`src/rtl/bes_pkg.sv`:
```
// Package: shared types for the dual-target boot-entry sequencer.
// Assumes: two targets, indexed 0 (A) and 1 (B).
package bes_pkg;

    localparam int NUM_TGT = 2;

    // Sequencer states
    typedef enum logic [2:0] {
        SQ_BLANK,   // power-up blanking, inputs ignored
        SQ_IDLE,    // armed: watching boot-request falls on both targets
        SQ_BOOT,    // boot request seen, awaiting reset-request fall
        SQ_RLOW,    // reset request low, awaiting its rise
        SQ_FIRE,    // waveform running on the selected target
        SQ_HOLD     // inputs ignored until timeout expires
    } sq_state_t;

    // Waveform phases
    typedef enum logic [1:0] {
        WV_IDLE,
        WV_PRE,
        WV_PULSE,
        WV_POST
    } wv_phase_t;

    // Per-target decoded edge events after role mapping
    typedef struct packed {
        logic boot_fall;
        logic rst_fall;
        logic rst_rise;
    } tgt_ev_t;

endpackage

```
`src/rtl/bes_sync.sv`:
```
// Module: bes_sync
// Two-flop synchroniser followed by an edge detector. Each transition of
// the asynchronous input yields exactly one single-cycle rise or fall pulse.
// Assumes: the input idles at IDLE_VAL, which is also the reset value, so
// that releasing reset creates no event.
module bes_sync #(
    parameter logic IDLE_VAL = 1'b1
) (
    input  logic clk,
    input  logic rst_n,
    input  logic din,
    output logic rise,
    output logic fall
);

    logic meta_q;
    logic sync_q;
    logic prev_q;

    // Synchronise the input and keep one delayed copy for edge detection
    always_ff @(posedge clk) begin
        if (!rst_n) begin
            meta_q <= IDLE_VAL;
            sync_q <= IDLE_VAL;
            prev_q <= IDLE_VAL;
        end else begin
            meta_q <= din;
            sync_q <= meta_q;
            prev_q <= sync_q;
        end
    end

    // Single-cycle edge pulses from the synchronised level
    always_comb begin
        rise = sync_q & ~prev_q;
        fall = ~sync_q & prev_q;
    end

endmodule

```
`src/rtl/bes_seq.sv`:
```
// Module: bes_seq
// Sequence decoder and arbiter. After the blanking window it waits for a
// boot-request fall on either target (A wins a tie), locks onto that target,
// then expects a reset-request fall and rise. A rise arriving first sends
// the block to a hold state. A recognised edge or the end of a waveform
// reloads the recovery timeout; expiry returns to the armed state.
// Assumes: BLANK_CYC >= 1 and TIMEOUT_CYC >= 1.
module bes_seq
    import bes_pkg::*;
#(
    parameter int unsigned BLANK_CYC   = 100_000_000,
    parameter int unsigned TIMEOUT_CYC = 10_000_000
) (
    input  logic                   clk,
    input  logic                   rst_n,
    input  tgt_ev_t [NUM_TGT-1:0]  ev,
    input  logic    [NUM_TGT-1:0]  wave_done,
    output logic    [NUM_TGT-1:0]  fire
);

    localparam int BW = $clog2(BLANK_CYC + 1);
    localparam int TW = $clog2(TIMEOUT_CYC + 1);
    localparam logic [BW-1:0] BLANK_LAST = BW'(BLANK_CYC - 1);
    localparam logic [TW-1:0] TMO_LOAD   = TW'(TIMEOUT_CYC - 1);

    sq_state_t     state_q, state_d;
    logic          sel_q, sel_d;
    logic [BW-1:0] blank_q;
    logic [TW-1:0] tmo_q;
    logic          restart;
    logic          tmo_hit;
    tgt_ev_t       ev_sel;

    // Events of the locked target and timeout expiry flag
    always_comb begin
        ev_sel  = ev[sel_q];
        tmo_hit = (tmo_q == '0);
    end

    // Next-state, target selection, timeout restart and fire decode
    always_comb begin
        state_d = state_q;
        sel_d   = sel_q;
        restart = 1'b0;
        fire    = '0;
        case (state_q)
            SQ_BLANK: begin
                if (blank_q == BLANK_LAST) state_d = SQ_IDLE;
            end
            SQ_IDLE: begin
                if (ev[0].boot_fall) begin
                    state_d = SQ_BOOT;
                    sel_d   = 1'b0;
                    restart = 1'b1;
                end else if (ev[1].boot_fall) begin
                    state_d = SQ_BOOT;
                    sel_d   = 1'b1;
                    restart = 1'b1;
                end
            end
            SQ_BOOT: begin
                if (ev_sel.rst_fall) begin
                    state_d = SQ_RLOW;
                    restart = 1'b1;
                end else if (ev_sel.rst_rise) begin
                    state_d = SQ_HOLD;
                    restart = 1'b1;
                end else if (tmo_hit) begin
                    state_d = SQ_IDLE;
                end
            end
            SQ_RLOW: begin
                if (ev_sel.rst_rise) begin
                    state_d    = SQ_FIRE;
                    fire[sel_q] = 1'b1;
                end else if (tmo_hit) begin
                    state_d = SQ_IDLE;
                end
            end
            SQ_FIRE: begin
                if (wave_done[sel_q]) begin
                    state_d = SQ_HOLD;
                    restart = 1'b1;
                end
            end
            SQ_HOLD: begin
                if (tmo_hit) state_d = SQ_IDLE;
            end
            default: state_d = SQ_IDLE;
        endcase
    end

    // State and selected-target registers
    always_ff @(posedge clk) begin
        if (!rst_n) begin
            state_q <= SQ_BLANK;
            sel_q   <= 1'b0;
        end else begin
            state_q <= state_d;
            sel_q   <= sel_d;
        end
    end

    // Blanking counter, runs only in the blanking state
    always_ff @(posedge clk) begin
        if (!rst_n) begin
            blank_q <= '0;
        end else if (state_q == SQ_BLANK && blank_q != BLANK_LAST) begin
            blank_q <= blank_q + 1'b1;
        end
    end

    // Recovery timeout: reload on restart, count down to zero otherwise
    always_ff @(posedge clk) begin
        if (!rst_n) begin
            tmo_q <= TMO_LOAD;
        end else if (restart) begin
            tmo_q <= TMO_LOAD;
        end else if (tmo_q != '0) begin
            tmo_q <= tmo_q - 1'b1;
        end
    end

endmodule

```
`src/rtl/bes_wave.sv`:
```
// Module: bes_wave
// Boot-entry waveform generator for one target. A start pulse begins a
// three-phase run: strap low with reset driven high (PRE), reset driven low
// (PULSE), reset driven high (POST). The run then ends with the strap
// released and reset undriven. done pulses in the final cycle of POST.
// Assumes: every phase length is at least one cycle; start is ignored
// while a run is in progress.
module bes_wave
    import bes_pkg::*;
#(
    parameter int unsigned PRE_CYC   = 200_000,
    parameter int unsigned PULSE_CYC = 200_000,
    parameter int unsigned POST_CYC  = 2_000_000
) (
    input  logic clk,
    input  logic rst_n,
    input  logic start,
    output logic done,
    output logic boot_n,
    output logic rst_out,
    output logic rst_oe
);

    localparam int unsigned MAX_AB  = (PRE_CYC > PULSE_CYC) ? PRE_CYC : PULSE_CYC;
    localparam int unsigned MAX_CYC = (MAX_AB > POST_CYC) ? MAX_AB : POST_CYC;
    localparam int CW = $clog2(MAX_CYC + 1);
    localparam logic [CW-1:0] PRE_LOAD   = CW'(PRE_CYC - 1);
    localparam logic [CW-1:0] PULSE_LOAD = CW'(PULSE_CYC - 1);
    localparam logic [CW-1:0] POST_LOAD  = CW'(POST_CYC - 1);

    wv_phase_t     phase_q;
    logic [CW-1:0] cnt_q;

    // Phase sequencing with a per-phase down counter
    always_ff @(posedge clk) begin
        if (!rst_n) begin
            phase_q <= WV_IDLE;
            cnt_q   <= '0;
        end else begin
            case (phase_q)
                WV_IDLE: begin
                    if (start) begin
                        phase_q <= WV_PRE;
                        cnt_q   <= PRE_LOAD;
                    end
                end
                WV_PRE: begin
                    if (cnt_q == '0) begin
                        phase_q <= WV_PULSE;
                        cnt_q   <= PULSE_LOAD;
                    end else begin
                        cnt_q <= cnt_q - 1'b1;
                    end
                end
                WV_PULSE: begin
                    if (cnt_q == '0) begin
                        phase_q <= WV_POST;
                        cnt_q   <= POST_LOAD;
                    end else begin
                        cnt_q <= cnt_q - 1'b1;
                    end
                end
                WV_POST: begin
                    if (cnt_q == '0) begin
                        phase_q <= WV_IDLE;
                    end else begin
                        cnt_q <= cnt_q - 1'b1;
                    end
                end
                default: phase_q <= WV_IDLE;
            endcase
        end
    end

    // Output decode from the phase register
    always_comb begin
        boot_n  = (phase_q == WV_IDLE);
        rst_oe  = (phase_q != WV_IDLE);
        rst_out = (phase_q != WV_PULSE);
        done    = (phase_q == WV_POST) && (cnt_q == '0);
    end

endmodule

```
`src/rtl/boot_entry_seq.sv`:
```
// Module: boot_entry_seq (top)
// Dual-target boot-entry sequencer. It synchronises the four control lines,
// maps them to boot/reset roles per the swap option, decodes the sequence
// and drives one waveform generator per target with its own timing.
// Assumes: control lines idle high; swap_roles is changed only while idle.
module boot_entry_seq
    import bes_pkg::*;
#(
    parameter int unsigned BLANK_CYC   = 100_000_000,
    parameter int unsigned TIMEOUT_CYC = 10_000_000,
    parameter int unsigned A_PRE_CYC   = 200_000,
    parameter int unsigned A_PULSE_CYC = 200_000,
    parameter int unsigned A_POST_CYC  = 2_000_000,
    parameter int unsigned B_PRE_CYC   = 20_000,
    parameter int unsigned B_PULSE_CYC = 200_000,
    parameter int unsigned B_POST_CYC  = 400_000
) (
    input  logic clk,
    input  logic rst_n,
    input  logic swap_roles,
    input  logic a_line0,
    input  logic a_line1,
    input  logic b_line0,
    input  logic b_line1,
    output logic a_boot_n,
    output logic a_rst_out,
    output logic a_rst_oe,
    output logic b_boot_n,
    output logic b_rst_out,
    output logic b_rst_oe
);

    localparam int NUM_LINES = 2 * NUM_TGT;

    logic [NUM_LINES-1:0] raw_lines;
    logic [NUM_LINES-1:0] line_rise;
    logic [NUM_LINES-1:0] line_fall;
    tgt_ev_t [NUM_TGT-1:0] tgt_ev;
    logic [NUM_TGT-1:0]   fire;
    logic [NUM_TGT-1:0]   wave_done;
    logic [NUM_TGT-1:0]   boot_n_v;
    logic [NUM_TGT-1:0]   rst_out_v;
    logic [NUM_TGT-1:0]   rst_oe_v;

    // Gather raw lines: index 2*t + k is line k of target t
    always_comb begin
        raw_lines = {b_line1, b_line0, a_line1, a_line0};
    end

    for (genvar i = 0; i < NUM_LINES; i++) begin : g_sync
        bes_sync #(.IDLE_VAL(1'b1)) u_sync (
            .clk  (clk),
            .rst_n(rst_n),
            .din  (raw_lines[i]),
            .rise (line_rise[i]),
            .fall (line_fall[i])
        );
    end

    for (genvar t = 0; t < NUM_TGT; t++) begin : g_tgt
        localparam int unsigned PRE   = (t == 0) ? A_PRE_CYC   : B_PRE_CYC;
        localparam int unsigned PULSE = (t == 0) ? A_PULSE_CYC : B_PULSE_CYC;
        localparam int unsigned POST  = (t == 0) ? A_POST_CYC  : B_POST_CYC;

        // Map line events to boot/reset roles under the swap option
        always_comb begin
            tgt_ev[t].boot_fall = swap_roles ? line_fall[2*t+1] : line_fall[2*t];
            tgt_ev[t].rst_fall  = swap_roles ? line_fall[2*t]   : line_fall[2*t+1];
            tgt_ev[t].rst_rise  = swap_roles ? line_rise[2*t]   : line_rise[2*t+1];
        end

        bes_wave #(
            .PRE_CYC  (PRE),
            .PULSE_CYC(PULSE),
            .POST_CYC (POST)
        ) u_wave (
            .clk    (clk),
            .rst_n  (rst_n),
            .start  (fire[t]),
            .done   (wave_done[t]),
            .boot_n (boot_n_v[t]),
            .rst_out(rst_out_v[t]),
            .rst_oe (rst_oe_v[t])
        );
    end

    bes_seq #(
        .BLANK_CYC  (BLANK_CYC),
        .TIMEOUT_CYC(TIMEOUT_CYC)
    ) u_seq (
        .clk      (clk),
        .rst_n    (rst_n),
        .ev       (tgt_ev),
        .wave_done(wave_done),
        .fire     (fire)
    );

    // Drive the per-target pins
    always_comb begin
        a_boot_n  = boot_n_v[0];
        a_rst_out = rst_out_v[0];
        a_rst_oe  = rst_oe_v[0];
        b_boot_n  = boot_n_v[1];
        b_rst_out = rst_out_v[1];
        b_rst_oe  = rst_oe_v[1];
    end

endmodule

```
`config.mk`:
```
export PLATFORM = sky130hd
export DESIGN_NAME = boot_entry_seq
export DESIGN_NICKNAME = d
export VERILOG_FILES = /design/src/rtl/bes_pkg.sv /design/src/rtl/bes_sync.sv /design/src/rtl/bes_seq.sv /design/src/rtl/bes_wave.sv /design/src/rtl/boot_entry_seq.sv
export SDC_FILE = /design/constraint.sdc
export NUM_CORES = 1
export LEC_CHECK = 0
export BUFFER_PORTS_ARGS = -buffer_cell sky130_fd_sc_hd__buf_2
export CAP_MARGIN = 30
export CORE_ASPECT_RATIO = 1.75
export CORE_UTILIZATION = 50
export DETAILED_ROUTE_END_ITERATION = 12
export PLACE_DENSITY = 0.66
export SYNTH_ARGS = -nofsm -noshare
export SYNTH_HDL_FRONTEND = slang
export SYNTH_SLANG_ARGS = --single-unit
```
`constraint.sdc`:
```
create_clock -name clk -period 2.2 [get_ports clk]
set_clock_uncertainty 0.05 [all_clocks]
set_input_delay 0.33 -clock clk [delete_from_list [all_inputs] [get_ports clk]]
set_output_delay 0.33 -clock clk [all_outputs]
set_load 0.01 [all_outputs]
```
* After elaboration in Yosys (flattened, before gate mapping)
Index checks and enable logic that the tools add are counted.
Operators by class: $add $sub $neg 4, order comparisons 2, eq/ne operators 28, mux-type cells 51, bitwise operators 17, reductions and logical operators 21
Operators by type and width (count):
- two-way mux 21 bit | 4
- case mux 21 bit (4 select lines) | 1
- two-way mux 19 bit | 4
- case mux 19 bit (4 select lines) | 1
- adder 27 x 1 -> 27 bit, second input constant | 1
- == test 27 bit, second input constant | 1
- inequality test 27 bit, second input constant | 1
- logical NOT 24 bit | 1
- two-way mux 2 bit | 12
- two-way mux 3 bit | 8
- nonzero test 24 bit | 1
- subtractor 24 x 1 -> 24 bit, second input constant | 1
- logical NOT 21 bit | 1
- subtractor 21 x 1 -> 21 bit, second input constant | 1
- inequality test 2 x 1 -> 1 bit, second input constant | 10
- logical NOT 19 bit | 1
- subtractor 19 x 1 -> 19 bit, second input constant | 1
- case mux 3 bit (6 select lines) | 1
- two-way mux 1 bit | 16
- case mux 2 bit (4 select lines) | 2
- NOT 1 bit | 9
- AND 1 bit | 8
- == test 2 bit, second input constant | 4
- inequality test 2 bit, second input constant | 4
- other kinds (17) | 29
Storage, ports and cells: register bits 111, bits of input ports 7, output and inout bits 6

* Depth between registers and ports, before layout
Gate-level depths: netlist of the first run.
depth after elaboration 9, mapped depth 10, gate-level depth less buffers 8

* By module
From an unflattened synthesis of the first run, not the netlist that was laid out.
Unflattened totals: cell total of the unflattened synthesis 745, area, all modules 6266.0 um^2
Modules (own cells, without submodules):
- bes_seq | times used 1, cells each 338, area an instance 2845.2 um^2, sequential area each 1101.1 um^2
- bes_wave (g_tgt[0].u_wave) | times used 1, cells each 185, area an instance 1497.7 um^2, sequential area each 460.4 um^2
- bes_wave (g_tgt[1].u_wave) | times used 1, cells each 183, area an instance 1456.4 um^2, sequential area each 420.4 um^2
- bes_sync | times used 4, cells each 8, area an instance 91.3 um^2, sequential area each 60.1 um^2
- boot_entry_seq | times used 1, cells each 7, area an instance 101.3 um^2, sequential area each 0.0 um^2

* Least setup slack after synthesis of the first run
OpenSTA, ideal clock, no wires.
kind register to register, start reg g_tgt[0].u_wave.cnt_q[1], end reg g_tgt[0].u_wave.cnt_q[18], library setup time 0.075 ns, data arrival time 2.216 ns, required time 2.075 ns, setup slack -0.141 ns, stages on the path, launching flop included 11, path buffers 2, clock period less this slack 2.341 ns, cell sequence dfxtp_1 > inv_1 > ha_1 > or3b_1 > clkbuf_1 > or3_1 > buf_6 > or4_4 > nor2_2 > o21ai_1 > a31oi_1
Between the ends: cells in the longest elaborated chain, start to end 3
RTL lines:
- from (decl) | RTL line bes_wave.sv:32 | logic [CW-1:0] cnt_q;
- from (signal assigned) | RTL line bes_wave.sv:52 | cnt_q <= cnt_q - 1'b1;
- from (signal assigned) | RTL line bes_wave.sv:60 | cnt_q <= cnt_q - 1'b1;
- from (signal assigned) | RTL line bes_wave.sv:67 | cnt_q <= cnt_q - 1'b1;
- subtractor 21 x 1 -> 21 bit or logical NOT 21 bit (tied branches)
- two-way mux 21 bit (tied with other cells) | RTL line bes_wave.sv:64 | if (cnt_q == '0) begin
- case mux 21 bit (4 select lines) or AND reduction 2 bit (tied branches)
Several ways; a longest one is shown, not always the timed one. The select of a mux whose other input is x is not followed. A chain may end at the register's enable or synchronous reset.

* Final worst setup path of the first run
start reg g_tgt[0].u_wave.cnt_q[15], end reg g_tgt[0].u_wave.cnt_q[10]
Between the ends: cells in the longest elaborated chain, start to end 3
RTL lines:
- logical NOT 21 bit * | RTL line bes_wave.sv:48, bes_wave.sv:56, bes_wave.sv:64
- two-way mux 21 bit (tied with other cells) | RTL line bes_wave.sv:56 | if (cnt_q == '0) begin
- case mux 21 bit (4 select lines) or AND reduction 2 bit (tied branches)
Mark *: on every way between the ends. The rest lies on a longest branch, timed or not.

==> metrics.txt, run 1 <==
leakage power=0.002898 uW; total clock buffers created by CTS=9; Post-synth EDFFs=0; via density per instance=5.970; violated checks=negative setup slack; largest area contributor in the synthesized netlist=dfxtp_1; count of distinct cell types in the synthesized netlist=71; unrepaired setup endpoints after global routing=yes; Slowest-stage cell, CP=or4_1; effective utilization at floorplan=51.12%; class of the most critical setup path=flip-flop to flip-flop; cell chosen for the clock root=clkbuf_16; Post-CTS Hold Buffers=0; worst path cell trace=or4_1, nor2_1, and3_4, a21oi_4, a211o_1, a221oi_2; R2R setup slack=-3 ps; measured slew at the worst slew-check pin=483.2 ps; average size of a mapped cell=8.053 um2; Synthesized Nets=753; hold-critical path endpoint=g_sync[3].u_sync.meta_q; top flip-flop cell by instance count after synthesis=dfxtp_1; Hold Path Depth=2; instance count of the mapped netlist=731; launch instance of the worst register-to-register path=g_tgt[0].u_wave.cnt_q[15]; Max FO, Critical Path=6; post-DR wirelength/cell=16.38 um; Cell Rows=52; initial DRC count=232; via count of the first global-routing pass=5746; top-count cell post-synth=dfxtp_1; endpoint kind of the worst setup timing path=flip-flop; cell area after synthesis=5887 um2; critical path's largest stage delay=590 ps; Fmax=0.4540 GHz; Worst Setup Start Kind=flip-flop; final weighted congestion of routability-driven global placement=0.9288; antenna violations before repair=0; core outline area=11520 um2; count of max-cap constraint violations=0; Synth Warn #=0; number of input and output port buffers inserted=12; result of the run=finished, violations left; worst path setup slack after routing=-2.676 ps; Die X=84.03 um; synthesized flop and latch total=111; Area contributors post-synth=dfxtp_1, nor2_1, xnor2_1; minimum clock period=2203 ps; post-synthesis sequential area ratio=37.75%; routed wire length=15660 um; Bufs and invs on worst path=0; number of antenna-violating nets in the routed design=0; clock transition at the registers of the reported paths=80 ps; io pins=13; FF-to-FF path depth=6; Pwr per Cell Area=1111 nW/um2; Hold Violations, Final=0; wire length of the first global-routing pass=25810 um; Worst VDD drop=1005 uV; number of antenna repair diodes=0; Worst EP required=2430 ps; clock tree from TritonCTS=done; pin count of the biggest net entering global routing=39; Tcrit/Tclk final=100.1%; vias=5707; endpoint of the lowest-slack register-to-register path=g_tgt[0].u_wave.cnt_q[10]; final setup vio count=1; maximum number of buffers from clock root to sink=2; share of post-route cells with drive strength above 1=22.78%; number of slew-limit violations in the final report=0; Final nets=839; Hold Startpoint=b_line1; Overflow after GRT=0; share of the synthesized area in the top cell type=37.75%; Skew-Pair Late Insertion Delay=360 ps; Total Power Consumption=8030 uW; path class of the lowest-slack min-delay path=input port to flip-flop; number of levels in the clock H-tree=3; total track usage=26.18%; Die Y-Extent=145.5 um; Layout Area Growth over Synthesis=22.76%; worst slew margin relative to its limit=67.65%; number of iterations in the first detailed-routing pass=5; share of flip-flops with an asynchronous set or reset=0%; worst endpoint data arrival time=2430 ps; CTS sink cnt=111; most used standard cells in the synthesized netlist=dfxtp_1, nor2_1, nand2_1, o21ai_0, a21oi_1; residual DRC count=0; setup TNS=-2.676 ps; cell type group with the largest total delay on the critical path=simple AND/OR/NAND/NOR gates; die footprint=12230 um2; post-detail-place hpwl=11310 um
==> how the worst max path moves through the flow <==
stage                                end  slack, ps                      start  cells past startpoint
2_1_floorplan  g_tgt[0].u_wave.cnt_q[10]        -80   g_tgt[0].u_wave.cnt_q[0]                      9
5_1_grt         g_tgt[1].u_wave.cnt_q[8]       -140  g_tgt[1].u_wave.cnt_q[10]                      7
4_1_cts        g_tgt[0].u_wave.cnt_q[10]        -40   g_tgt[0].u_wave.cnt_q[0]                      8
6_report       g_tgt[0].u_wave.cnt_q[10]         -3  g_tgt[0].u_wave.cnt_q[15]                      6
3_3_place_gp            u_seq.state_q[0]       -110            u_seq.tmo_q[16]                      6
3_5_place_dp   g_tgt[0].u_wave.cnt_q[10]       -140   g_tgt[0].u_wave.cnt_q[1]                      8
==> state kept, by name (all words and copies together) (netlist names), 3 cells and up <==
signal,count
g_sync.u_sync.prev_q,4
u_seq.tmo_q,24
g_sync.u_sync.sync_q,4
g_tgt.u_wave.phase_q,4
g_sync.u_sync.meta_q,4
g_tgt.u_wave.cnt_q,40
u_seq.blank_q,27
u_seq.state_q,3
==> layout make-up <==
class                      count  area [um2]
clock buffer                   9       225.2
clock inverter                 6       77.57
fill                         986        4289
inverter                      28       105.1
multi-input combinational    563        3647
sequential                   111        2230
tap                          135       168.9
timing repair buffer         104       773.2
==> repair_timing <==
action,4_1_cts,5_1_grt
pin swaps,3,10
resized for setup,20,48
setup buffers,4,4
setup endpoints to repair,32,45
gates cloned,0,1
==> worst reg2reg max path, stage by stage, from the launching register on <==
cell,delay (ps)
dfxtp_1,310
or4_1,590
nor2_1,280
and3_4,320
a21oi_4,70
a211o_1,300
a221oi_2,200
==> cell families (layout without fill, tap and decap cells) <==
kind of cell | after synthesis | after routing | synth area share, %
and+or+nand+nor | 342 | 343 | 29.76
AOI/OAI and AO/OA | 148 | 148 | 16.22
DFF | 111 | 111 | 37.75
buffers and inverters | 58 | 147 | 4.230
xor gates and xnor gates | 49 | 49 | 7.290
adders and majority gates | 15 | 15 | 3.188
muxes | 8 | 8 | 1.573
==> cells in the final DEF (no fill, tap or decap), types with 9 or more instances in the layout <==
cell,synthesis,routed
clkbuf_16,0,9
ha_1,15,14
xor2_1,21,21
nand2_1,51,50
dfxtp_1,111,107
xnor2_1,28,28
nand4_1,11,11
inv_1,27,25
o21ai_0,47,35
nand3_1,33,27
o21ai_1,2,13
nor4_1,16,12
nand2b_1,27,27
buf_4,1,86
nor2_1,102,101
a21oi_1,35,34
a211oi_1,9,9
nor3_1,34,30
buf_2,4,12
or3_1,15,11
==> power by group <==
part	total, uW	internal, uW	switching, uW
registers	2310	2160	146
logic	4000	1780	2220
clock network	1720	900	820
total	8030	4840	3190
==> metal layers <==
| metal | wire, um | up-vias | share of wire (%) | global-route usage (%) |
|---|---|---|---|---|
| li1 | - | 2768 | - | - |
| met1 | 5978 | 2749 | 38 | 26.45 |
| met2 | 8530 | 141 | 54 | 50.25 |
| met3 | 549 | 49 | 3.5 | 3.857 |
| met4 | 598 | 0 | 3.8 | 14.31 |
| met5 | 0 | - | 0 | 0 |
==> per-stage QoR <==
stage	setup WS, ps	hold WS [ps]	cell area, um2	cells	util [%]
after floorplan	-79.68	336.3	5902	731	-
after CTS	-41.50	92.99	7019	951	60.95
after global placement	-112.4	342.6	6616	932	57.45
after detailed placement	-144.1	349.4	6616	932	57.45
after global routing	-135.6	102.2	7227	956	62.76
final	-2.676	95.56	7227	956	62.76
(Power assumes the default switching activity.)
==> run 2, diff against run 1 <==
--- a/config.mk
+++ b/config.mk
@@ -5,12 +5,13 @@
 export SDC_FILE = /design/constraint.sdc
 export NUM_CORES = 1
 export LEC_CHECK = 0
+export ABC_AREA = 1
 export BUFFER_PORTS_ARGS = -buffer_cell sky130_fd_sc_hd__buf_2
 export CAP_MARGIN = 30
 export CORE_ASPECT_RATIO = 1.75
-export CORE_UTILIZATION = 50
+export CORE_UTILIZATION = 35
 export DETAILED_ROUTE_END_ITERATION = 12
-export PLACE_DENSITY = 0.66
+export PLACE_DENSITY = 0.49
 export SYNTH_ARGS = -nofsm -noshare
 export SYNTH_HDL_FRONTEND = slang
 export SYNTH_SLANG_ARGS = --single-unit
==> run 2 against run 1 <==
  * The run now ends clean
  * Setup slack better by 220 ps
  * Fmax up 11%
  * Register-to-register slack better by 220 ps
  * Cell area up 5.5%
  * Wire length up 25%
  * Area after synthesis up 18%
  * Combinational power up 47%
  * Sequential power up 16%
  * Critical path type unchanged
  * Highest routed layer unchanged
==> metrics.txt, run 2 <==
Tcrit/Tclk final=89.98% (-10 points); largest area contributor in the synthesized netlist=dfxtp_1; post-synthesis sequential area ratio=32.08% (-5.7 points); total setup buffers inserted after CTS=0 (-4); Slowest-stage cell, CP=dfxtp_1; number of antenna-violating nets in the routed design=0 (unchanged); Die Y-Extent=188.1 um (+29%); Post-synth EDFFs=0 (unchanged); average size of a mapped cell=6.408 um2 (-20%); cell chosen for the clock root=clkbuf_16; antenna violations before repair=0 (unchanged); minimum clock period=1980 ps (-223.1 ps); total clock buffers created by CTS=9 (unchanged); post-detail-place hpwl=14980 um (+32%); Max FO, Critical Path=15 (+9); top flip-flop cell by instance count after synthesis=dfxtp_1; share of the synthesized area in the top cell type=32.08% (-5.7 points); maximum number of buffers from clock root to sink=2 (unchanged); Worst Hold Slack=93.71 ps (-1.847 ps); worst path cell trace=inv_1, ha_1, nand3_1, nor2_1, nand4_4, nand2_1, nand3_4, nand3_4, nor2_1; Cell Rows=67 (+29%); register with the most flip-flops=g_tgt.u_wave.cnt_q; clock transition at the registers of the reported paths=80 ps (about the same); wire length of the first global-routing pass=32850 um (+27%); Die X=108.3 um (+29%); effective utilization at floorplan=35.92% (-15 points); number of slew-limit violations in the final report=0 (unchanged); highest-count cells in the layout ignoring fill and taps=nand2_1, nor2_1, dfxtp_1; initial DRC count=203 (-13%); number of levels in the clock H-tree=3 (unchanged); flip-flop count of the largest register, all copies and words added=40 (unchanged); Hold Violations, Final=0 (unchanged); Fmax=0.5052 GHz (+11%); count of distinct cell types in the synthesized netlist=40 (-44%); endpoint kind of the worst setup timing path=flip-flop; largest registers ranked by flip-flop count=g_tgt.u_wave.cnt_q x40, u_seq.blank_q x27, u_seq.tmo_q x24; via density per instance=5.021 (-16%); share of post-route cells with drive strength above 1=7.949% (-15 points); vias=6768 (+19%); worst slew margin relative to its limit=67.14% (-0.51 points); residual DRC count=0 (unchanged); number of iterations in the first detailed-routing pass=5 (unchanged); number of antenna repair diodes=0 (unchanged); class of the most critical setup path=flip-flop to flip-flop; Worst Setup Start Kind=flip-flop; die footprint=20380 um2 (+67%); critical path's largest stage delay=320 ps (-270 ps); instance count of the mapped netlist=1081 (+48%); number of input and output port buffers inserted=12 (unchanged); final weighted congestion of routability-driven global placement=0.9086 (-2.2%); final setup vio count=0 (-1); setup TNS=0 ps (+2.676 ps); most used standard cells in the synthesized netlist=nand2_1, nor2_1, dfxtp_1, inv_1, nand3_1; via count of the first global-routing pass=6825 (+19%); top-count cell post-synth=nand2_1; Pwr per Cell Area=1354 nW/um2 (+22%); result of the run=finished clean; pin count of the biggest net entering global routing=54 (+38%); io pins=13 (unchanged); routed wire length=19600 um (+25%); Post-CTS Hold Buffers=0 (unchanged); leakage power=0.003251 uW (+12%); Layout Area Growth over Synthesis=10.04%; Area contributors post-synth=dfxtp_1, nand2_1, nor2_1; synthesized flop and latch total=111 (unchanged); Worst EP required=2410 ps (-20 ps); Overflow after GRT=0 (unchanged); Synthesized Nets=1103 (+46%); CTS sink cnt=111 (unchanged); measured slew at the worst slew-check pin=488.4 ps (+5.229 ps); path class of the lowest-slack min-delay path=input port to flip-flop; worst endpoint data arrival time=2190 ps (-240 ps); cell area after synthesis=6927 um2 (+18%); unrepaired setup endpoints after global routing=no; post-DR wirelength/cell=14.54 um (-11%); Skew-Pair Late Insertion Delay=370 ps (about the same); leading cell type in the layout, fill and taps excluded=nand2_1; share of flip-flops with an asynchronous set or reset=0% (unchanged); post-CTS sizing=0 (-100%); Worst VDD drop=707.7 uV (-30%); clock tree from TritonCTS=done; total track usage=20.65% (-5.5 points); fill count=2169 (+120%); count of max-cap constraint violations=0 (unchanged); Synth Warn #=0 (unchanged); Final nets=1124 (+34%); core outline area=19280 um2 (+67%)
run 2: through the flow:
| step | util [%] | instance area (um2) | total power, uW | instances | worst slack (ps) |
|---|---|---|---|---|---|
| floorplan | - | 6927 | 6994 | 1081 | 515.4 |
| global placement | 37.94 | 7316 | 8583 | 1332 | 264.1 |
| detailed placement | 37.94 | 7316 | 8601 | 1332 | 204.0 |
| CTS | 39.53 | 7622 | 10420 | 1348 | 188.9 |
| global route | 39.53 | 7622 | 11240 | 1348 | 25.18 |
| finish | 39.53 | 7622 | 10320 | 1348 | 220.4 |
run 2: final timing paths:
path | from | endpoint | slack (ps) | cells past startpoint
worst max-delay path | g_tgt[0].u_wave.cnt_q[0] | u_seq.tmo_q[17] | 220 | 9
worst min-delay path | a_line1 | g_sync[1].u_sync.meta_q | 90 | 2
worst max register to register | g_tgt[0].u_wave.cnt_q[0] | u_seq.tmo_q[17] | 220 | 9
worst min register to register | g_sync[0].u_sync.meta_q | g_sync[0].u_sync.sync_q | 370 | 1
run 2: kinds of logic (layout without fill, tap and decap cells):
group | count (synthesis) | count (layout) | share of synthesized area (%)
compound gates | 115 | 115 | 9.014
flops | 111 | 111 | 32.08
xor+xnor | 50 | 50 | 6.322
buf+inv | 136 | 162 | 8.273
fa+ha+maj | 15 | 15 | 2.710
simple gates | 654 | 654 | 41.60
run 2: per-layer routing:
| layer | vias to the layer above | share of wire [%] | GRT usage [%] |
|---|---|---|---|
| met5 | - | 0 | 0 |
| met3 | 41 | 2.1 | 2.468 |
| li1 | 3532 | - | - |
| met4 | 0 | 3.1 | 9.407 |
| met2 | 94 | 55 | 39.93 |
| met1 | 3101 | 40 | 21.35 |
run 2: layout make-up:
type	instances	area [um2]	share of cell area (%)
clock buffers	9	225.2	2.955
well taps	241	301.5	3.956
flip-flops and latches	111	2222	29.15
repair buffers	34	237.7	3.119
multi-input cells	834	4131	54.20
clock inverters	7	81.33	1.067
inverters	112	422.9	5.548
run 2: where the power goes:
| part | switching [uW] | internal (uW) |
|---|---|---|
| clock | 867 | 900 |
| sequential | 345 | 2320 |
| combinational | 3930 | 1960 |
run 2: worst max-delay path: cells and delay by family, from the launching register on:
kind          cells  cell delay (ps)
flops             1              320
fa+ha+maj         1              230
buf+inv           1              110
simple gates      7             1160
==> run 3, diff against run 2 <==
--- a/config.mk
+++ b/config.mk
@@ -11,6 +11,7 @@
 export CORE_ASPECT_RATIO = 1.75
 export CORE_UTILIZATION = 35
 export DETAILED_ROUTE_END_ITERATION = 12
+export MAX_ROUTING_LAYER = met4
 export PLACE_DENSITY = 0.49
 export SYNTH_ARGS = -nofsm -noshare
 export SYNTH_HDL_FRONTEND = slang
==> run 3 against run 2 <==
  * Cell area increased by 0.64%
  * Global-route usage increased by 0.50 points
  * Setup slack gained 61 ps
  * Power increased by 0.80%
  * First-iteration DRC count fell by 3.0%
  * Hold slack improved by 5.3 ps
  * Combinational power decreased by 0.7%
  * Clock power is 6% higher
  * Critical path type unchanged
  * Highest routed layer unchanged
==> metrics.txt, run 3 (synthesis gave the netlist of run 2 again) <==
result of the run=finished clean; total clock buffers created by CTS=9 (unchanged); cell chosen for the clock root=clkbuf_16; Cell Rows=67 (unchanged); path class of the lowest-slack min-delay path=input port to flip-flop; FF-to-FF path depth=9 (unchanged); register with the most flip-flops=g_tgt.u_wave.cnt_q; Worst Setup Start Kind=flip-flop; Die Y-Extent=188.1 um (unchanged); CTS sink cnt=111 (unchanged); worst slew margin relative to its limit=59.03% (-8.1 points); Skew-Pair Late Insertion Delay=370 ps (about the same); area occupied by registers=2222 um2 (unchanged); leading cell type in the layout, fill and taps excluded=nand2_1; class of the most critical setup path=flip-flop to flip-flop; pin count of the biggest net entering global routing=54 (unchanged); minimum clock period=1919 ps (-60.56 ps); Tcrit/Tclk final=87.23% (-2.8 points); Worst EP required=2400 ps (about the same); Worst VDD drop=745.2 uV (+5.3%); effective utilization at floorplan=35.92% (unchanged); R2R setup slack=280 ps (+60 ps); initial DRC count=197 (-3.0%); Layout Area Growth over Synthesis=10.75%; worst path setup slack after routing=281.0 ps (+60.56 ps); count of max-cap constraint violations=0 (unchanged); highest-count cells in the layout ignoring fill and taps=nand2_1, nor2_1, dfxtp_1; clock tree from TritonCTS=done; number of slew-limit violations in the final report=0 (unchanged); worst slack at placement=186.5 ps (-17.51 ps); number of antenna-violating nets in the routed design=0 (unchanged); number of input and output port buffers inserted=12 (unchanged); endpoint kind of the worst setup timing path=flip-flop; share of post-route cells with drive strength above 1=8.363% (+0.41 points); total track usage=21.15% (+0.50 points); Total Power Consumption=10410 uW (+0.80%); via density per instance=4.970 (-1.0%); number of levels in the clock H-tree=3 (unchanged); unrepaired setup endpoints after global routing=no; post-layout utilization of the core=39.79% (+0.25 points); flip-flop count of the largest register, all copies and words added=40 (unchanged); endpoint of the lowest-slack register-to-register path=g_tgt[0].u_wave.cnt_q[14]; Pwr per Cell Area=1357 nW/um2 (+0.16%); Fmax=0.5211 GHz (+3.2%); clock transition at the registers of the reported paths=90 ps (about the same); final weighted congestion of routability-driven global placement=0.9032 (-0.59%); worst endpoint data arrival time=2120 ps (-70 ps); measured slew at the worst slew-check pin=614.6 ps (+126.2 ps); Overflow after GRT=0 (unchanged); residual DRC count=0 (unchanged); wire length of the first global-routing pass=32790 um (-0.19%); launch instance of the worst register-to-register path=g_tgt[0].u_wave.cnt_q[0]; Final nets=1129 (+0.44%); core outline area=19280 um2 (unchanged); Cell Count, Final, Fillers Out=1353 (+0.37%); dpl cells=1337 (+0.38%); post-detail-place hpwl=14930 um (-0.29%); Die X=108.3 um (unchanged); number of iterations in the first detailed-routing pass=5 (unchanged); routed wire length=19360 um (-1.2%); area of the multi-input gates=4131 um2 (unchanged); hold-critical path endpoint=g_sync[3].u_sync.meta_q; setup TNS=0 ps (unchanged); via count of the first global-routing pass=6826 (+0.015%); vias=6724 (-0.65%); largest registers ranked by flip-flop count=g_tgt.u_wave.cnt_q x40, u_seq.blank_q x27, u_seq.tmo_q x24; final setup vio count=0 (unchanged); antenna violations before repair=0 (unchanged); post-DR wirelength/cell=14.31 um (-1.6%); Max FO, Critical Path=5 (-10); number of antenna repair diodes=0 (unchanged); io pins=13 (unchanged); Hold Path Depth=2 (unchanged); die footprint=20380 um2 (unchanged); Hold Violations, Final=0 (unchanged); Hold Startpoint=b_line1; leakage power=0.003294 uW (+1.3%); maximum number of buffers from clock root to sink=2 (unchanged); fill count=2143 (-1.2%); total setup buffers inserted after CTS=0 (unchanged)
run 3: cell count changes in the layout (fill, tap and decap cells not counted), sizes merged:
cell	previous run	this run
clkinv	2	3
inv	113	114
clkinvlp	3	0
bufinv	1	2
buf	34	39
run 3: stage by stage:
stage | hold slack (ps) | area, um2
detailed placement | 355.9 | 7341
CTS | 85.70 | 7669
floorplan | 342.5 | 6927
finish | 99.04 | 7671
global route | 89.72 | 7671
global placement | 349.3 | 7341
run 3: worst max-delay path by stage:
stage                                   startpoint                   endpoint  slack, ps  cells after the start
after floorplan                   u_seq.blank_q[0]          u_seq.blank_q[24]        520                     10
final                     g_tgt[0].u_wave.cnt_q[0]  g_tgt[0].u_wave.cnt_q[14]        280                      9
after global routing      g_tgt[1].u_wave.cnt_q[0]   g_tgt[1].u_wave.cnt_q[7]         40                     10
after CTS                         u_seq.blank_q[0]           u_seq.blank_q[8]        160                      9
after detailed placement          u_seq.blank_q[0]           u_seq.blank_q[8]        190                      9
after global placement            u_seq.blank_q[0]           u_seq.blank_q[6]        270                     10
run 3: metal layers:
layer  vias to the layer above  part of all wire, %  global-route usage, %
met5                         -                    0                      -
met4                         0                  4.2                  10.65
met3                        62                  2.1                  2.572
met2                        96                   53                  38.98
met1                      3027                   41                  21.33
li1                       3539                    -                      -
run 3: power by group:
group	switching, uW	internal (uW)	leakage (uW)
logic	3850	2000	0.00223
clock network	863	1020	0.000162
registers	350	2320	0.000903
run 3: cell type report:
class	count	share of cell area, %
tap	241	3.931
multi-input combinational	834	53.86
inverter	112	5.546
timing repair buffer	39	3.425
clock inverter	7	1.337
clock buffer	9	2.936
sequential	111	28.97
run 3: worst max-delay path, stage by stage, from the launching register on:
cell and delay, ps:
dfxtp_1 330, inv_1 120, ha_1 210, nand3_1 100, nor2_1 240, nand3_1 190, nand2_1 140, nor2_1 70
o21ai_2 250, nor2_1 90
run 3: what timing repair did:
item | 4_1_cts | 5_1_grt
gates resized for setup | 0 | 2
hold buffers | 0 | 0
setup endpoints to repair | 0 | 1
